--- src/rtl/idle_pkg.sv ---
package idle_pkg;

  // Strobes from the control side to the counting datapath
  typedef struct packed {
    logic restart;   // clear count (line rose, or timer disabled)
    logic tick;      // prescaler tick: advance the count
    logic clrIrq;    // software clear of the sticky flag
  } strobe_t;

endpackage

--- src/rtl/idle_ctrl.sv ---
module idle_ctrl
  import idle_pkg::*;
#(
  parameter int DIV_W       = 8,
  parameter int SYNC_STAGES = 2
) (
  input  logic             clk,
  input  logic             rst_n,
  input  logic             rxLine,
  input  logic             enable,
  input  logic [DIV_W-1:0] divValue,
  input  logic             irqClear,
  output strobe_t          strb
);

  localparam int LAST = SYNC_STAGES - 1;

  logic [SYNC_STAGES-1:0] syncQ;
  logic                   prevLvl;
  logic                   lineLvl;
  logic                   lineRise;
  logic [DIV_W-1:0]       preCnt;
  logic                   preWrap;

  // Synchroniser chain, reset to the idle-high level of a serial line
  always_ff @(posedge clk) begin
    if (!rst_n) begin
      syncQ   <= '1;
      prevLvl <= 1'b1;
    end else begin
      syncQ   <= {syncQ[LAST-1:0], rxLine};
      prevLvl <= syncQ[LAST];
    end
  end

  assign lineLvl  = syncQ[LAST];
  assign lineRise = lineLvl & ~prevLvl;

  // Prescaler: restarted together with the silence counter
  assign preWrap = (preCnt == divValue);

  always_ff @(posedge clk) begin
    if (!rst_n) begin
      preCnt <= '0;
    end else if (!enable || lineRise) begin
      preCnt <= '0;
    end else if (preWrap) begin
      preCnt <= '0;
    end else begin
      preCnt <= preCnt + 1'b1;
    end
  end

  always_comb begin
    strb.restart = lineRise | ~enable;
    strb.tick    = enable & ~lineRise & preWrap;
    strb.clrIrq  = irqClear;
  end

  // disabled timer keeps its prescaler at zero
  p_presc_hold_r7: assert property (@(posedge clk) disable iff (!rst_n)
    !enable |=> (preCnt == '0));

  // a rising edge is detected for a single cycle only
  p_rise_single_r2: assert property (@(posedge clk) disable iff (!rst_n)
    lineRise |=> !lineRise);

endmodule

--- src/rtl/idle_dpath.sv ---
module idle_dpath
  import idle_pkg::*;
#(
  parameter int CNT_W = 16
) (
  input  logic             clk,
  input  logic             rst_n,
  input  strobe_t          strb,
  input  logic [CNT_W-1:0] cmpValue,
  output logic [CNT_W-1:0] cnt,
  output logic             irqFlag
);

  localparam logic [CNT_W-1:0] ONE = {{(CNT_W-1){1'b0}}, 1'b1};

  logic belowCmp;
  logic lastStep;
  logic setIrq;

  assign belowCmp = (cnt < cmpValue);
  assign lastStep = (cmpValue != '0) && (cnt == cmpValue - ONE);
  assign setIrq   = strb.tick && !strb.restart && lastStep;

  // Silence counter: cleared on restart, saturates at the compare value
  always_ff @(posedge clk) begin
    if (!rst_n) begin
      cnt <= '0;
    end else if (strb.restart) begin
      cnt <= '0;
    end else if (strb.tick && belowCmp) begin
      cnt <= cnt + ONE;
    end
  end

  // Sticky timeout flag; a new match wins over a simultaneous clear
  always_ff @(posedge clk) begin
    if (!rst_n) begin
      irqFlag <= 1'b0;
    end else if (setIrq) begin
      irqFlag <= 1'b1;
    end else if (strb.clrIrq) begin
      irqFlag <= 1'b0;
    end
  end

  // any non-clearing change is a single step taken from below the compare value
  p_count_step_r5: assert property (@(posedge clk) disable iff (!rst_n)
    (cnt != $past(cnt) && cnt != '0) |->
      (cnt == $past(cnt) + ONE && $past(cnt) < $past(cmpValue)));

  // the flag rises only when the count has just hit the compare value
  p_rise_at_match_r4: assert property (@(posedge clk) disable iff (!rst_n)
    $rose(irqFlag) |-> (cnt == $past(cmpValue)));

  // the flag holds until cleared
  p_flag_sticky_r6: assert property (@(posedge clk) disable iff (!rst_n)
    (irqFlag && !strb.clrIrq) |=> irqFlag);

endmodule

--- src/rtl/line_idle_timer.sv ---
module line_idle_timer
  import idle_pkg::*;
#(
  parameter int CNT_W = 16,
  parameter int DIV_W = 8
) (
  input  logic             clk,
  input  logic             rst_n,
  input  logic             rxLine,
  input  logic             enable,
  input  logic [CNT_W-1:0] cmpValue,
  input  logic [DIV_W-1:0] divValue,
  input  logic             irqClear,
  output logic             irqFlag,
  output logic [CNT_W-1:0] count
);

  strobe_t strb;

  idle_ctrl #(.DIV_W(DIV_W), .SYNC_STAGES(2)) u_ctrl (
    .clk      (clk),
    .rst_n    (rst_n),
    .rxLine   (rxLine),
    .enable   (enable),
    .divValue (divValue),
    .irqClear (irqClear),
    .strb     (strb)
  );

  idle_dpath #(.CNT_W(CNT_W)) u_dpath (
    .clk      (clk),
    .rst_n    (rst_n),
    .strb     (strb),
    .cmpValue (cmpValue),
    .cnt      (count),
    .irqFlag  (irqFlag)
  );

  // a zero compare value never produces a timeout
  p_zero_cmp_r8: assert property (@(posedge clk) disable iff (!rst_n)
    (cmpValue == '0 && !irqFlag) |=> !irqFlag);

endmodule

--- config.mk ---
export PLATFORM = sky130hd
export DESIGN_NAME = line_idle_timer
export DESIGN_NICKNAME = d
export VERILOG_FILES = /design/src/rtl/idle_pkg.sv /design/src/rtl/idle_ctrl.sv /design/src/rtl/idle_dpath.sv /design/src/rtl/line_idle_timer.sv
export SDC_FILE = /design/constraint.sdc
export NUM_CORES = 1
export LEC_CHECK = 0
export BUFFER_PORTS_ARGS = -buffer_cell sky130_fd_sc_hd__buf_2
export CORE_MARGIN = 1
export CORE_UTILIZATION = 50
export CTS_CLUSTER_DIAMETER = 60
export DETAILED_ROUTE_END_ITERATION = 10
export GPL_TIMING_DRIVEN = 0
export PLACE_DENSITY = 0.81
export SLEW_MARGIN = 20
export SYNTH_ARGS = -nofsm -noshare
export SYNTH_HDL_FRONTEND = slang
export SYNTH_SLANG_ARGS = --single-unit
export TNS_END_PERCENT = 100
--- constraint.sdc ---
create_clock -name clk -period 3.9 [get_ports clk]
set_clock_uncertainty 0.05 [all_clocks]
set_input_delay 0.78 -clock clk [delete_from_list [all_inputs] [get_ports clk]]
set_output_delay 0.78 -clock clk [all_outputs]
set_load 0.005 [all_outputs]
# Yosys cells after proc, flatten, opt, wreduce, memory -nomap -nowiden
# Cells that the tools add are included.
# op_classes
bitwise,8
mux,2
order_cmp,1
addsub,3
eq_ne,2
reduce_logical,11
# op_table
operator,count
"16-bit by 1-bit adder with 16-bit output, second input constant",1
16-bit == test,1
16-bit < comparator,1
16-bit nonzero test,1
"16-bit by 1-bit subtractor with 16-bit output, second input constant",1
"8-bit by 1-bit adder with 8-bit output, second input constant",1
8-bit == test,1
1-bit logical AND,4
1-bit inverter,4
1-bit AND,3
3-bit OR reduction,1
1-bit logical NOT,2
1-bit two-way mux,2
2-bit nonzero test,1
2-bit OR reduction,1
1-bit logical OR,1
1-bit OR,1
# totals
out_inout_bits,17
register_bits,28
in_bits,29
word_cells,32

# Logic depth before layout (Yosys ltp)
# Gate-level depths: netlist of run 1.
# depth
depth_word,8
depth_mapped,10
mapped_depth_nobuf,8

# Modules after synthesis
# A second synthesis of run 1 with hierarchy kept.
# hier_totals
cells_unflattened,290
hier_area_um2,2368.5
# modules_own_cells
mod,cells_each,seq_area_each_um2,instances,area_per_inst_um2
idle_dpath,235,340.3,1,1794.2
idle_ctrl,55,220.2,1,574.3

# Worst setup path before layout of run 1
# Ideal clock, no wire load.
# synth_path
kind,input to register
start,input cmpValue[5]
end,register u_dpath.cnt[11]
cell_stages,8
path_buffers,2
setup_ns,0.121
required_ns,3.729
setup_slack_ns,1.107
t_arrival_ns,2.623
cell_sequence,buf_6 > inv_1 > ha_1 > a22o_1 > o41a_1 > clkbuf_1 > nor4_1 > mux2_2
# synth_between
elab_chain_cells,2
# synth_rtl
item,line_no,rtl
from (decl),line_idle_timer.sv:11,"input logic [CNT_W-1:0] cmpValue,"
16-bit < comparator,idle_dpath.sv:20,assign belowCmp = (cnt < cmpValue);
1-bit logical AND,idle_dpath.sv:30,end else if (strb.tick && belowCmp) begin
to (signal assigned),idle_dpath.sv:31,cnt <= cnt + ONE;
to (decl),idle_dpath.sv:10,"output logic [CNT_W-1:0] cnt,"
# Every way passes these cells.
# A chain may end at the register's enable or synchronous reset.

# Worst setup path after layout of run 1
# layout_path
start,input cmpValue[15]
end,register u_dpath.cnt[1]
# The elaborated chain is that of the path after synthesis.

==> out/qor.txt, run 1 <==
outcome: finished, final reports clean
Top FF cell, synth: dfxtp_1
switching share of power: 23.5%
post-DR vias/cell: 5.88
post-cts sizing count: 0
Startpoint Class: primary input
Synth top area share: 25.1%
P_int: 462 uW
io pins: 46
LEAKAGE: 0.00106 uW
diodes inserted: 0
Tcrit/Tclk final: 76.0%
clk root buf: clkbuf_8
Fmax achieved: 0.337 GHz
FP Rows: 23
maxcap violations: 0
Logic pwr share: 13.6%
htree depth: 1
Tightest Pin Transition: 0.564 ns
WP data required: 4.05 ns
unrepaired setup endpoints after global routing: no
Mapped Cells: 274
M3 GR Usage: 3.95%
Worst VDD drop: 0.000239 V
Worst Path Max Fanout: 10
drt total wl: 5550 um
Slew Viols, Final: 0
Initial Util: 53.8%
CTS max path bufs: 2
Hold Path Class: flip-flop to flip-flop
initial antenna violation count: 0
setup tns final: 0 ns
Post-CTS Hold Fix Bufs: 0
post-synthesis sequential area ratio: 25.1%
Slew HR: 62.2%
CTS sink count: 28
# DRC: 0
Slowest-stage cell, CP: clkbuf_1
Final min period: 2.96 ns
clk_lat worst skew: 0.28 ns
Die X: 68.8 um
CP cell instances: buf_2 -> inv_1 -> ha_1 -> nand4_1 -> a2111oi_0 -> o41a_1 -> clkbuf_1 -> clkbuf_1 -> o21ai_0 -> a21oi_1
power after layout: 604 uW
synth-to-layout area growth: 15.9%
Synth Net Count: 322
most frequent cells in the layout: buf_2 (44), dfxtp_1 (28), inv_1 (22)
clk slew on worst S/H paths: 0.10 ns
number of global-route vias before repair: 1915
CTS tree: yes
sequential power share: 48.0%
Worst path max stage delay: 0.42 ns
Crit Path Category: primary input to flip-flop
met2 GRT Util: 42.8%
Post-CTS Setup Repair Bufs: 0
vias: 2187
Initial DRC Count: 64
ANT nets after route: 0
PD cells: 234 mW/mm^2
global-route wire length before repair: 8630 um
Final Setup Violations: 0
Synth Register Bits: 28
TritonCTS Buffers: 3
pin count of the biggest net entering global routing: 17
mean area per synthesized cell: 8.14 um^2
Cell variety after synth: 47
nets: 371
final hold violation count: 0
Overflow after GRT: 0
Post-Syn Area: 0.00223 mm^2
routed length per instance: 14.9 um
DR pass1 iterations: 4
Worst EP arrival: 3.12 ns
Psw: 142 uW
top cells by area, synth: dfxtp_1 (25%), ha_1 (11%), xnor2_1 (7.5%)
All-Layer GR Usage: 24.6%
yosys warns: 0
core box area: 0.00414 mm^2
Synth area leader: dfxtp_1
Die H: 68.8 um
Worst Setup End Kind: flip-flop
layout cells sized above 1: 17.1%
clock power share: 38.4%
commonest non-fill, non-tap cell in the layout: buf_2
most frequent cell on the critical path: clkbuf_1
M1 GR Usage: 31.2%
Synth async-reset ratio: 0%
die area: 0.00473 mm^2
final RePlAce weighted congestion: 0.858
# port buffers: 44
hold_ws: 0.371 ns
Post-synth EDFFs: 0
DP HPWL: 4320 um
GRT busiest layer: met2
==> power groups by stage <==
stage	Combinational, uW	Clock (uW)	Sequential (uW)
final	82.4	232	290
after floorplan	48.7	0	296
after CTS	82.2	234	290
after detailed placement	81.8	0	297
after global routing	92.6	247	291
after global placement	79.6	0	297
==> logic make-up (layout without fill, tap and decap cells) <==
kind of cell    after synthesis  in the layout  synth area share [%]
compound gates               58             58                  17.1
simple gates                101            101                  27.0
xor+xnor                     33             33                  13.0
buf+inv                      33             81                  6.23
flops                        28             28                  25.1
mux                           2              2                 0.954
fa+ha+maj                    19             19                  10.7
==> through the flow <==
step	instances	cell area [um^2]	utilization (%)	setup slack [ns]
after global routing	372	2580	62.3	0.643
after global placement	368	2510	60.6	0.751
after CTS	372	2580	62.3	0.958
final	372	2580	62.3	0.936
after floorplan	274	2230	-	1.11
after detailed placement	368	2510	60.6	0.668
==> worst max-delay path, delay by kind of cell <==
family / cells / cell delay [ns]
buffers and inverters: 4 / 0.97
AOI/OAI and AO/OA: 4 / 0.90
adders and majority gates: 1 / 0.32
and+or+nand+nor: 1 / 0.15
==> synthesized netlist by cell type, types with 2 or more instances <==
library cell and n:
and3_1 5, nand4_1 9, or4b_1 2, a31oi_1 2, o21ai_0 6, o31ai_1 14
clkbuf_1 9, nand2b_1 5, o21ai_1 2, inv_1 22, nand2_1 8, or3_1 2
ha_1 19, nand3_1 13, nor2b_1 3, xnor2_1 19, nor2_1 18, o2111ai_1 2
a21oi_1 19, nand3b_1 2, o21a_1 2, and4_1 2, xor2_1 14, or2_2 2
or4_1 14, dfxtp_1 28, buf_6 2, nor3_1 5, nor4_1 6
==> metal layers <==
layer  wire length [um]  vias to the layer above  share of wire, %
met5                  0                        -                 0
met4                 74                        0               1.3
met3                282                        4               5.1
met2               2660                       64                48
met1               2530                     1012                46
li1                   -                     1107                 -
==> state kept, by name (all words and copies together), names as in the netlist <==
name and flops:
u_dpath.cnt 16, u_ctrl.preCnt 8, u_ctrl.syncQ 2, u_dpath.irqFlag 1, u_ctrl.prevLvl 1
==> final timing paths <==
kind / start / end / slack [ns] / depth (start not counted)
max: cmpValue[15] / u_dpath.cnt[1] / 0.94 / 10
min: u_ctrl.syncQ[0] / u_ctrl.syncQ[1] / 0.37 / 1
max reg2reg: u_dpath.cnt[7] / u_dpath.cnt[1] / 1.17 / 8
min reg2reg: u_ctrl.syncQ[0] / u_ctrl.syncQ[1] / 0.37 / 1
==> area by class of cell <==
cell class	count	area (um^2)
Fill cell	378	1560
Multi-Input combinational cell	213	1530
Sequential cell	28	561
Timing Repair Buffer	44	220
Inverter	22	82.6
Tap cell	50	62.6
Buffer	11	56.3
Clock buffer	3	41.3
Clock inverter	1	30.0
Note: power is estimated with default switching activity, not from simulation.
==> run 2, diff against run 1 <==
- PLACE_DENSITY: 0.81 -> 0.84
- clock period: 3.9 -> 2.5 ns (I/O delays scaled with it)
==> run 2 against run 1 <==
- critical path depth down 2
- wire length grew 5.7%
- hold slack worse by 0.032 ns
- power grew 57%
- cell count rose by 0.81%
- sequential power rose by 56%
- die area unchanged
- register-to-register slack got worse by 1.1 ns
- global-route usage rose by 1.4 points
- critical endpoint is now u_dpath.cnt[8]
- highest routed layer unchanged
==> out/qor.txt, run 2 (same netlist as run 1, synthesis figures left out) <==
Final min period: 2.40 ns
CTS sink count: 28
synth-to-layout area growth: 20.1%
post-DR vias/cell: 6.04
Tightest Pin Transition: 0.546 ns
Hold Path Class: primary input to flip-flop
post-placement worst setup slack: -0.416 ns
WP data required: 2.67 ns
outcome: finished, final reports clean
Startpoint Class: primary input
FP Rows: 23
# DRC: 0
initial antenna violation count: 0
Slew Viols, Final: 0
clk root buf: clkbuf_8
sequential power share: 47.5%
most frequent cells in the layout: buf_2 (44), inv_1 (22), dfxtp_1 (21), xnor2_1 (19)
CTS max path bufs: 2
Worst EP arrival: 2.56 ns
core box area: 0.00414 mm^2
DR pass1 iterations: 4
max FFs per register: 16
Crit Path Category: primary input to flip-flop
LEAKAGE: 0.00110 uW
Worst path max stage delay: 0.55 ns
htree depth: 1
Final Setup Violations: 0
CP cell instances: buf_2 -> inv_1 -> ha_1 -> a22o_1 -> o41a_1 -> clkbuf_1 -> or4_1 -> a21oi_1
Worst VDD drop: 0.000304 V
Die H: 68.8 um
Slowest-stage cell, CP: or4_1
TritonCTS Buffers: 3
nets: 374
global-route wire length before repair: 9160 um
Psw: 225 uW
final setup margin: 0.104 ns
Layout Cells excl Fill: 375
Slew HR: 63.5%
Tcrit/Tclk final: 95.8%
All-Layer GR Usage: 26.0%
P_int: 723 uW
clock power share: 38.1%
final hold violation count: 0
Worst Path Max Fanout: 10
maxcap violations: 0
clk slew on worst S/H paths: 0.10 ns
Fmax achieved: 0.417 GHz
drt total wl: 5870 um
Overflow after GRT: 0
number of global-route vias before repair: 1977
Worst Setup End Kind: flip-flop
layout cells sized above 1: 23.1%
Die X: 68.8 um
diodes inserted: 0
DP HPWL: 4300 um
pin count of the biggest net entering global routing: 17
largest register by flop count: u_dpath.cnt
# port buffers: 44
switching share of power: 23.7%
io pins: 46
CTS tree: yes
die area: 0.00473 mm^2
Initial DRC Count: 190
routed length per instance: 15.6 um
Logic pwr share: 14.3%
Initial Util: 53.8%
commonest non-fill, non-tap cell in the layout: buf_2
vias: 2266
final RePlAce weighted congestion: 0.806
PD cells: 354 mW/mm^2
ANT nets after route: 0
Largest regs: u_dpath.cnt x16, u_ctrl.preCnt x8, u_ctrl.syncQ x2
clk_lat worst skew: 0.28 ns
placed cell count: 368
## run 2: changes by cell type in the layout (fill, tap and decap cells not counted), moves of 2 or more
cell	previous run	this run
dfxtp_2	0	6
clkbuf_1	9	4
dfxtp_1	28	21
buf_6	2	4
ha_1	19	17
buf_4	0	4
## run 2: worst paths after layout
kind	slack, ns	end	depth (start not counted)	from
worst max register to register	0.11	u_dpath.cnt[15]	8	u_dpath.cnt[9]
worst min-delay path	0.34	u_ctrl.syncQ[0]	2	rxLine
worst max-delay path	0.10	u_dpath.cnt[8]	8	cmpValue[7]
worst min register to register	0.37	u_ctrl.syncQ[1]	1	u_ctrl.syncQ[0]
## run 2: area by class of cell
cell class,count,area (um^2)
clock buffers,3,41.3
plain buffers,10,72.6
flip-flops and latches,28,572
clock inverters,1,30.0
multi-input cells,213,1570
well taps,50,62.6
inverters,22,82.6
repair buffers,48,250
fillers,351,1470
## run 2: critical path: cells and delay by family
| kind | cells | cell delay, ns |
|---|---|---|
| AO/OA/AOI/OAI | 3 | 0.80 |
| adder cells (fa/ha/maj) | 1 | 0.30 |
| buffers and inverters | 3 | 0.41 |
| AND/OR/NAND/NOR | 1 | 0.55 |
## run 2: what timing repair did
| item | in CTS | in global routing |
|---|---|---|
| endpoints found under the setup margin | 15 | 16 |
| hold buffers | 0 | 0 |
| pin swaps | 0 | 1 |
| buffers inserted | 0 | 4 |
| resized for setup | 6 | 24 |
## run 2: per-stage QoR
step                power [uW]  hold slack, ns  util (%)  setup TNS (ns)  area, um^2
floorplan                  538           0.336         -               0        2230
global placement           586           0.351      60.6           -4.93        2510
detailed placement         591           0.351      60.6           -5.76        2510
CTS                        949           0.338      62.8               0        2600
global route               988           0.346      64.6         -0.0107        2680
finish                     949           0.339      64.6               0        2680
## run 2: power by group through the flow
stage / Clock [uW] / Sequential [uW] / Combinational (uW)
6_report: 362 / 451 / 136
3_5_place_dp: 0 / 463 / 128
5_1_grt: 387 / 452 / 149
2_1_floorplan: 0 / 462 / 75.9
3_3_place_gp: 0 / 463 / 124
4_1_cts: 365 / 452 / 132
## run 2: metal layers
| layer | up-vias | GRT usage, % | share of wire (%) |
|---|---|---|---|
| met5 | - | 0 | 0 |
| met3 | 11 | 3.78 | 7.0 |
| met1 | 1044 | 34.6 | 44 |
| met4 | 0 | 9.18 | 1.6 |
| li1 | 1115 | - | - |
| met2 | 96 | 42.8 | 47 |
==> run 3, diff against run 2 <==
- CORE_ASPECT_RATIO: unset -> 0.75
==> run 3 against run 2 <==
- sequential share of layout area is essentially flat
- highest routed layer unchanged
- fmax shrank 0.97%
- global-route usage shrank 0.99 points
- cell area is essentially flat
==> out/qor.txt, run 3 (same netlist as run 1, synthesis figures left out) <==
LEAKAGE: 0.00109 uW
die area: 0.00473 mm^2
PD cells: 356 mW/mm^2
Worst Setup End Kind: flip-flop
Crit Path Category: primary input to flip-flop
Final Setup Violations: 0
Worst VDD drop: 0.000301 V
number of global-route vias before repair: 1964
commonest non-fill, non-tap cell in the layout: buf_2
TritonCTS Buffers: 3
Initial DRC Count: 227
most frequent cells in the layout: buf_2 (44), inv_1 (22), dfxtp_1 (21), xnor2_1 (19), a21oi_1 (19)
nets: 372
largest register by flop count: u_dpath.cnt
WP data required: 2.67 ns
Worst EP arrival: 2.59 ns
htree depth: 1
Startpoint Class: primary input
core box area: 0.00415 mm^2
clk root buf: clkbuf_8
Post-CTS Hold Fix Bufs: 0
post-placement worst setup slack: -0.478 ns
global-route wire length before repair: 9290 um
cell family with most CP delay: simple AND/OR/NAND/NOR gates
pin count of the biggest net entering global routing: 17
Worst Path Max Fanout: 8
# DRC: 0
Slowest-stage cell, CP: or4b_4
CTS max path bufs: 2
drt total wl: 6050 um
Fmax achieved: 0.413 GHz
Initial Util: 53.7%
Largest regs: u_dpath.cnt x16, u_ctrl.preCnt x8, u_ctrl.syncQ x2
CTS tree: yes
maxcap violations: 0
diodes inserted: 0
Tcrit/Tclk final: 96.8%
Die H: 59.8 um
DR pass1 iterations: 5
final RePlAce weighted congestion: 0.875
max FFs per register: 16
final setup margin: 0.0809 ns
CTS sink count: 28
ANT nets after route: 0
DP HPWL: 4280 um
post-DR vias/cell: 6.15
hold_ws: 0.347 ns
All-Layer GR Usage: 25.0%
outcome: finished, final reports clean
FP Rows: 20
Slew Viols, Final: 0
clk slew on worst S/H paths: 0.10 ns
layout cells sized above 1: 22.9%
synth-to-layout area growth: 20.3%
CP cell instances: buf_2 -> inv_1 -> ha_1 -> or4b_4 -> or4_1 -> a22oi_1 -> and4_1 -> o2111ai_1 -> o21ai_1
Tightest Pin Transition: 0.515 ns
routed length per instance: 16.0 um
Final min period: 2.42 ns
# port buffers: 44
Die X: 79.1 um
final hold violation count: 0
io pins: 46
CP bufs+invs: 2
Slew HR: 65.6%
Hold Path Class: primary input to flip-flop
power after layout: 953 uW
clk_lat worst skew: 0.28 ns
vias: 2325
Worst path max stage delay: 0.56 ns
initial antenna violation count: 0
Overflow after GRT: 0
run 3: metal layers:
layer	wire, um	part of all wire [%]	GRT usage [%]
met2	2690	44	37.8
met4	107	1.8	8.05
met3	452	7.5	3.36
met1	2800	46	36.7
met5	0	0	0
run 3: final timing paths:
check        depth (start not counted)            start         endpoint  slack (ns)
max                                  9      cmpValue[1]  u_dpath.irqFlag        0.08
min                                  2           rxLine  u_ctrl.syncQ[0]        0.35
max reg2reg                          6   u_dpath.cnt[7]  u_dpath.cnt[15]        0.10
min reg2reg                          1  u_ctrl.syncQ[0]  u_ctrl.syncQ[1]        0.37
run 3: report_power, final:
part	switching, uW	internal, uW
sequential	3.33	448
combinational	76.4	59.4
clock	152	215
run 3: cell type report:
class                   count  area (um^2)
multi-input cells         213         1570
well taps                  55         68.8
clock inverters             1         30.0
inverters                  22         82.6
clock buffers               3         41.3
fillers                   364         1470
plain buffers              10         78.8
flip-flops and latches     28          572
repair buffers             46          235
run 3: worst reg2reg max path: stages (launching register included):
cell	delay, ns
dfxtp_2	0.44
ha_1	0.27
a22o_1	0.23
o41a_1	0.44
buf_4	0.20
or4_1	0.52
a21oi_1	0.17
run 3: stage by stage:
stage	utilization [%]	cell area [um^2]	std cells	setup TNS, ns
after global placement	60.6	2520	373	-6.01
after CTS	62.9	2610	376	0
after floorplan	-	2230	274	0
after global routing	64.5	2680	378	-0.0178
final	64.5	2680	378	0
after detailed placement	60.6	2520	373	-6.17
run 3: what timing repair did:
action / CTS / global route
endpoints found under the setup margin: 16 / 15
resized for setup: 8 / 30
setup buffers: 0 / 2
endpoints found under the hold margin: 0 / 0
pin swaps: 0 / 2
